## config.mk

```make
export PLATFORM = sky130hd
export DESIGN_NAME = evt_chan
export DESIGN_NICKNAME = d
export VERILOG_FILES = /design/src/rtl/evt_chan.sv
export SDC_FILE = /design/constraint.sdc
export NUM_CORES = 1
export LEC_CHECK = 0
export CORE_ASPECT_RATIO = 0.8
export CORE_UTILIZATION = 48
export CTS_CLUSTER_SIZE = 40
export DETAILED_ROUTE_END_ITERATION = 6
export PLACE_DENSITY = 0.81
export SLEW_MARGIN = 0
export SYNTH_ARGS = -nofsm -noshare
export SYNTH_HDL_FRONTEND = slang
export SYNTH_SLANG_ARGS = --single-unit
```

## constraint.sdc

```tcl
create_clock -name clk -period 2.6 [get_ports clk]
set_clock_uncertainty 0.2 [all_clocks]
set_input_delay 0.78 -clock clk [delete_from_list [all_inputs] [get_ports clk]]
set_output_delay 0.78 -clock clk [all_outputs]
set_load 0.05 [all_outputs]
```

## src/rtl/evt_chan.sv

```systemverilog
module evt_chan #(
  parameter int TW = 16
) (
  input  logic          clk,
  input  logic          rst_n,
  input  logic          cfg_compare,
  input  logic          cfg_timer_sel,
  input  logic [1:0]    cfg_edge,
  input  logic [1:0]    cfg_action,
  input  logic          cfg_rst_en,
  input  logic [TW-1:0] timer_a,
  input  logic [TW-1:0] timer_b,
  input  logic          pin_in,
  input  logic          time_wr,
  input  logic [TW-1:0] time_wdata,
  input  logic          time_rd,
  input  logic          pend_clr,
  input  logic          ovr_clr,
  output logic [TW-1:0] time_rdata,
  output logic [1:0]    cap_count,
  output logic          pin_out,
  output logic          timer_rst_req,
  output logic          pend,
  output logic          ovr
);

  logic [TW-1:0] tsel, slot0, slot1, cmp_time;
  logic          pin_q, match_q;
  logic          rise, fall, cap, pop, match, hit, ovr_set;

  assign tsel    = cfg_timer_sel ? timer_b : timer_a;
  assign rise    = pin_in & ~pin_q;
  assign fall    = ~pin_in & pin_q;
  assign cap     = ~cfg_compare & ((cfg_edge[0] & rise) | (cfg_edge[1] & fall));
  assign pop     = ~cfg_compare & time_rd & (cap_count != 2'd0);
  assign match   = cfg_compare & (tsel == cmp_time);
  assign hit     = match & ~match_q;
  assign ovr_set = cap & ~pop & (cap_count == 2'd2);

  assign time_rdata = cfg_compare ? cmp_time : slot0;

  always_ff @(posedge clk or negedge rst_n) begin
    if (!rst_n) begin
      pin_q   <= 1'b0;
      match_q <= 1'b0;
    end else begin
      pin_q   <= pin_in;
      match_q <= match;
    end
  end

  always_ff @(posedge clk or negedge rst_n) begin
    if (!rst_n) begin
      slot0     <= '0;
      slot1     <= '0;
      cap_count <= 2'd0;
    end else begin
      case ({cap, pop})
        2'b10: begin
          if (cap_count == 2'd0) begin
            slot0     <= tsel;
            cap_count <= 2'd1;
          end else begin
            slot1     <= tsel;
            cap_count <= 2'd2;
          end
        end
        2'b01: begin
          slot0     <= slot1;
          cap_count <= cap_count - 2'd1;
        end
        2'b11: begin
          if (cap_count == 2'd1) begin
            slot0 <= tsel;
          end else begin
            slot0 <= slot1;
            slot1 <= tsel;
          end
        end
        default: ;
      endcase
    end
  end

  always_ff @(posedge clk or negedge rst_n) begin
    if (!rst_n) begin
      cmp_time      <= '0;
      pin_out       <= 1'b0;
      timer_rst_req <= 1'b0;
    end else begin
      if (time_wr) cmp_time <= time_wdata;
      timer_rst_req <= hit & cfg_rst_en;
      if (hit) begin
        case (cfg_action)
          2'b01:   pin_out <= 1'b1;
          2'b10:   pin_out <= 1'b0;
          2'b11:   pin_out <= ~pin_out;
          default: ;
        endcase
      end
    end
  end

  always_ff @(posedge clk or negedge rst_n) begin
    if (!rst_n) begin
      pend <= 1'b0;
      ovr  <= 1'b0;
    end else begin
      if (cap | hit)    pend <= 1'b1;
      else if (pend_clr) pend <= 1'b0;
      if (ovr_set)      ovr <= 1'b1;
      else if (ovr_clr) ovr <= 1'b0;
    end
  end

endmodule


```

* Word-level counts from Yosys, hierarchy flattened
Cells that the tools add are included.
Word-level totals: flip-flop bits (word level) 56, input port bits 62
Operators by class: multiplexer cells 15, eq/ne operators 12, reductions and logical operators 11, bitwise operators 20, $add $sub $neg 1
Operators by type and width (count):
- $mux W16 | 6
- $pmux W16 S3 | 1
- $pmux W16 S2 | 1
- $eq A16 B16 Y1 | 1
- $and A1 B1 Y1 | 12
- $eq A2 B2 Y1 const B | 5
- $reduce_bool A2 Y1 | 5
- $eq A2 B1 Y1 const B | 3
- $ne A2 B2 Y1 const B | 3
- $not A1 Y1 | 6
- $reduce_bool A3 Y1 | 2
- $mux W1 | 4
- $pmux W2 S2 | 1
- $reduce_and A2 Y1 | 2
- $pmux W1 S3 | 1
- $reduce_and A3 Y1 | 1
- $logic_not A2 Y1 | 1
- $mux W2 | 1
- $or A1 B1 Y1 | 2
- $sub A2 B1 Y2 const B | 1

* Longest topological paths before layout
depth after elaboration 8, mapped depth 11, mapped depth without buffers 10

* Least setup slack after synthesis
No wires, ideal clock.
kind input-to-output, start input port cfg_compare, end output port time_rdata[10], path slack -0.106 ns, buffers on the path 2, cell stages on the path 3, required time 1.620 ns, arrival time 1.726 ns, cell sequence buf_6 clkbuf_1 mux2_2
Between the ends: cells in the longest elaborated chain, start to end 1
Ends and longest elaborated chain:
- from (decl) | RTL line 6 | input logic cfg_compare,
- $mux W16 | RTL line 40 | assign time_rdata = cfg_compare ? cmp_time : slot0;
- to (decl) | RTL line 19 | output logic [TW-1:0] time_rdata,
No other way between the ends.

* Worst setup path after layout
start input port cfg_compare, end output port time_rdata[6]
Same word-level chain as after synthesis.

==> summary.md <==
| Metric | Value |
|---|---|
| Final Max Tran Viols | `0` |
| Pre-Repair DR Iteration Count | `4` |
| Clk pin slew, worst setup/hold paths | `approximately 100 ps` |
| Data arrival time of the worst path | `between 1500 and 2000 ps` |
| Post-synthesis sequential area ratio | `48.34%` |
| Starting Density | `around half` |
| Vias in the first global route | `roughly 2700` |
| Post-route cell area | `between 4000 and 5000 µm²` |
| Syn nets | `approximately 350` |
| Die Height | `71.51 µm` |
| Critical Path, Cell by Cell | `buf_4, buf_16, mux2_2, buf_4` |
| Slew Limit Headroom | `between 60 and 70%` |
| CP max stage cell | `mux2_2` |
| CP bufs+invs | `3` |
| Distinct cells, synth | `35` |
| Drt via density | `about 5.5` |
| DR iter-0 viols | `approximately 160` |
| Initial antenna violation count | `0` |
| Post-synthesis register bit count | `56` |
| Flop2flop setup slack | `roughly 320 ps` |
| Cts hold-fix bufs | `0` |
| DP HPWL | `between 5000 and 6000 µm` |
| Clock buffer count from CTS | `5` |
| First-pass GRT wire length | `12920 µm` |
| Worst-margin pin slew | `498.4 ps` |
| GRT Util Overall | `27.19%` |
| Reg2Reg Depth | `11` |
| Post-DP Area | `~4000 µm²` |
| Hold WC Path Type | `in -> async` |
| Worst vdd ir | `0.0004922 V` |
| DR vias | `about 2500` |
| CP top delay family | `buffers and inverters` |
| DP Cell Count | `roughly 460` |
| Mapped Area | `2899 µm²` |
| Max cap viols | `0` |
| Top Ports | `84` |
| Std-Cell Core Area | `between 5000 and 6000 µm²` |
| Crit Path Class | `in -> out` |
| H-tree depth | `2` |
| Clk sinks | `56` |
| FILL cells | `373` |
| Final setup vio count | `0` |
| CTS Root Buffer Type | `clkbuf_8` |
| DRT antenna net count | `0` |
| FF-to-FF Start | `cap_count[1]$_DFFE_PN0P_` |
| CP startpoint kind | `input port` |
| Clock period minus worst slack | `between 2000 and 3000 ps` |
| Final Instance Count excl. Fillers | `466` |
| Nets | `roughly 460` |
| Leakage | `between 0.0015 and 0.002 µW` |
| Reg2reg end | `slot1[11]$_DFFE_PN0P_` |
| Diode count | `0` |
| # DRC | `0` |
| Total power | `3411 µW` |
| Clk_lat worst skew | `around 310 ps` |
| Achievable clock frequency | `~390 MHz` |
| Worst Path Required | `~1600 ps` |
| Rows | `24` |
| DIE AREA | `roughly 6400 µm²` |
| Critical path peak fanout | `9` |
| Status | `finished clean` |
| CTS tree | `built` |
| Cells after Synth | `277` |
| Crit end category | `primary output` |
| Total Wirelength | `8222 µm` |
| Final period util | `between 90 and 100%` |
| Ratio of cells with drive above 1 in the final layout | `31.44%` |
| Final hold violations | `0` |
| Area growth syn-to-layout | `49.89%` |
| Port Buffers | `83` |
| Die outline width | `between 80 and 90 µm` |
| WHS | `between 200 and 300 ps` |
| Largest net degree at the start of global routing | `30` |
| Critical Path Max Stage Delay | `roughly 340 ps` |
| Critical path's most frequent cell | `buf_4` |
| Ys Warns | `0` |
| Power Dens Cells | `roughly 790 nW/µm²` |
| GRT overflow | `0` |
| Mean Syn Cell Area | `around 10 µm²` |
| Bufs on Longest Clock Path | `2` |
| Routability cong. | `a little under 0.8` |
| Per-cell routed wire length | `between 15 and 20 µm` |
==> layout by cell type (no fill, tap or decap), types with 2 or more instances in the layout <==
cell type / instances
clkdlybuf4s50_1: 63
dfrtp_1: 55
nor2_1: 49
a21oi_1: 40
buf_4: 36
mux2_2: 32
xnor2_1: 11
a21oi_2: 11
mux2i_1: 9
inv_1: 7
buf_12: 7
buf_6: 6
nand2_1: 5
clkbuf_8: 5
mux2i_2: 4
ha_1: 4
o21ai_0: 3
mux2i_4: 3
nand3b_1: 2
xor2_1: 2
nor4_2: 2
nor2b_1: 2
a211oi_1: 2
==> how the worst max path moves through the flow <==
stage | startpoint | endpoint | depth (start not counted)
3_3_place_gp | cfg_timer_sel | pin_out$_DFFE_PN0P_ | 9
6_report | cfg_compare | time_rdata[6] | 4
5_1_grt | cfg_compare | time_rdata[6] | 4
4_1_cts | cfg_compare | time_rdata[7] | 4
2_1_floorplan | cap_count[1]$_DFFE_PN0P_ | slot0[10]$_DFFE_PN0P_ | 11
3_5_place_dp | cfg_timer_sel | pin_out$_DFFE_PN0P_ | 9
==> power breakdown <==
| part | total (µW) | internal (µW) | leakage (µW) | switching (µW) |
|---|---|---|---|---|
| Combinational | 1520 | 645 | 0.00113 | 870 |
| Clock | 573 | 287 | 0.0000552 | 287 |
| Sequential | 1320 | 1140 | 0.000645 | 184 |
==> area by class of cell <==
| type | instances | area, µm² | share of cell area (%) |
|---|---|---|---|
| multi-input cells | 200 | 1520 | 34.98 |
| repair buffers | 117 | 1191 | 27.41 |
| inverters | 7 | 26.28 | 0.6047 |
| flip-flops and latches | 56 | 1403 | 32.28 |
| clock inverters | 2 | 35.03 | 0.8062 |
| clock buffers | 6 | 72.57 | 1.670 |
| well taps | 78 | 97.59 | 2.246 |
==> cell usage after synthesis <==
cell,n,area (µm²)
dfrtp_1,56,1401
a21oi_1,52,260.3
nor2_1,50,187.7
mux2_2,32,360.4
mux2i_1,14,140.1
xnor2_1,11,96.34
inv_1,7,26.28
clkbuf_1,6,22.52
ha_1,6,75.07
buf_1,5,18.77
nand2_1,5,18.77
o21ai_0,3,15.01
a211oi_1,2,15.01
a22oi_1,2,15.01
buf_6,2,22.52
mux2i_2,2,27.53
nand3b_1,2,15.01
nor2b_1,2,12.51
xor2_1,2,17.52
a211o_1,1,8.760
a21o_1,1,7.510
a31oi_1,1,6.260
a41oi_1,1,8.760
and2_1,1,6.260
and3_1,1,6.260
and3b_1,1,8.760
buf_12,1,20.02
nand3_1,1,5.000
nor3_1,1,5.000
nor3b_2,1,12.51
nor4_1,1,6.260
nor4_2,1,12.51
nor4_4,1,21.27
o21a_1,1,7.510
o2bb2ai_1,1,8.760
==> timing repair <==
action / 4_1_cts / 5_1_grt
pin swaps: 1 / 3
resized for setup: 21 / 25
endpoints found under the setup margin: 52 / 40
endpoints found under the hold margin: 0 / 0
buffers inserted: 0 / 0
cloned: 2 / 0
==> metal layers <==
metal  part of all wire, %  track usage [%]  routed length (µm)
met1                    42            32.88                3439
met2                    50            47.69                4115
met3                   6.4            6.797                 528
met4                   1.7            8.423                 139
met5                     0                0                   0
==> kinds of logic after synthesis <==
logic type,count (synthesis),synth area share (%)
simple gates,68,10.96
fa+ha+maj,6,2.589
compound gates,65,12.17
xor+xnor,13,3.928
buf+inv,21,3.798
mux,48,18.21
flops,56,48.34
==> metrics by stage <==
| step | util, % | TNS (ps) | setup slack, ps |
|---|---|---|---|
| after floorplan | - | 0 | 23.78 |
| after global placement | 71.34 | -19280 | -598.5 |
| after detailed placement | 71.34 | -21460 | -671.0 |
| after CTS | 75.38 | 0 | 6.137 |
| after global routing | 76.97 | -6.296 | -3.484 |
| final | 76.97 | 0 | 9.618 |
==> flip-flops by register name, summed over array words and instances, names as in the netlist <==
signal	flops
cap_count	2
pin_out	1
slot1	16
ovr	1
timer_rst_req	1
pin_q	1
slot0	16
pend	1
match_q	1
cmp_time	16
==> worst register-to-register path, stage by stage (launching register included) <==
cell,delay [ps]
dfrtp_1,410
inv_1,80
ha_1,240
nor2_1,100
nand2_1,80
buf_4,150
ha_1,230
a22oi_2,160
o21a_2,220
buf_12,160
nor2_1,50
a21oi_1,130
Power figures use the tool's default switching activity.
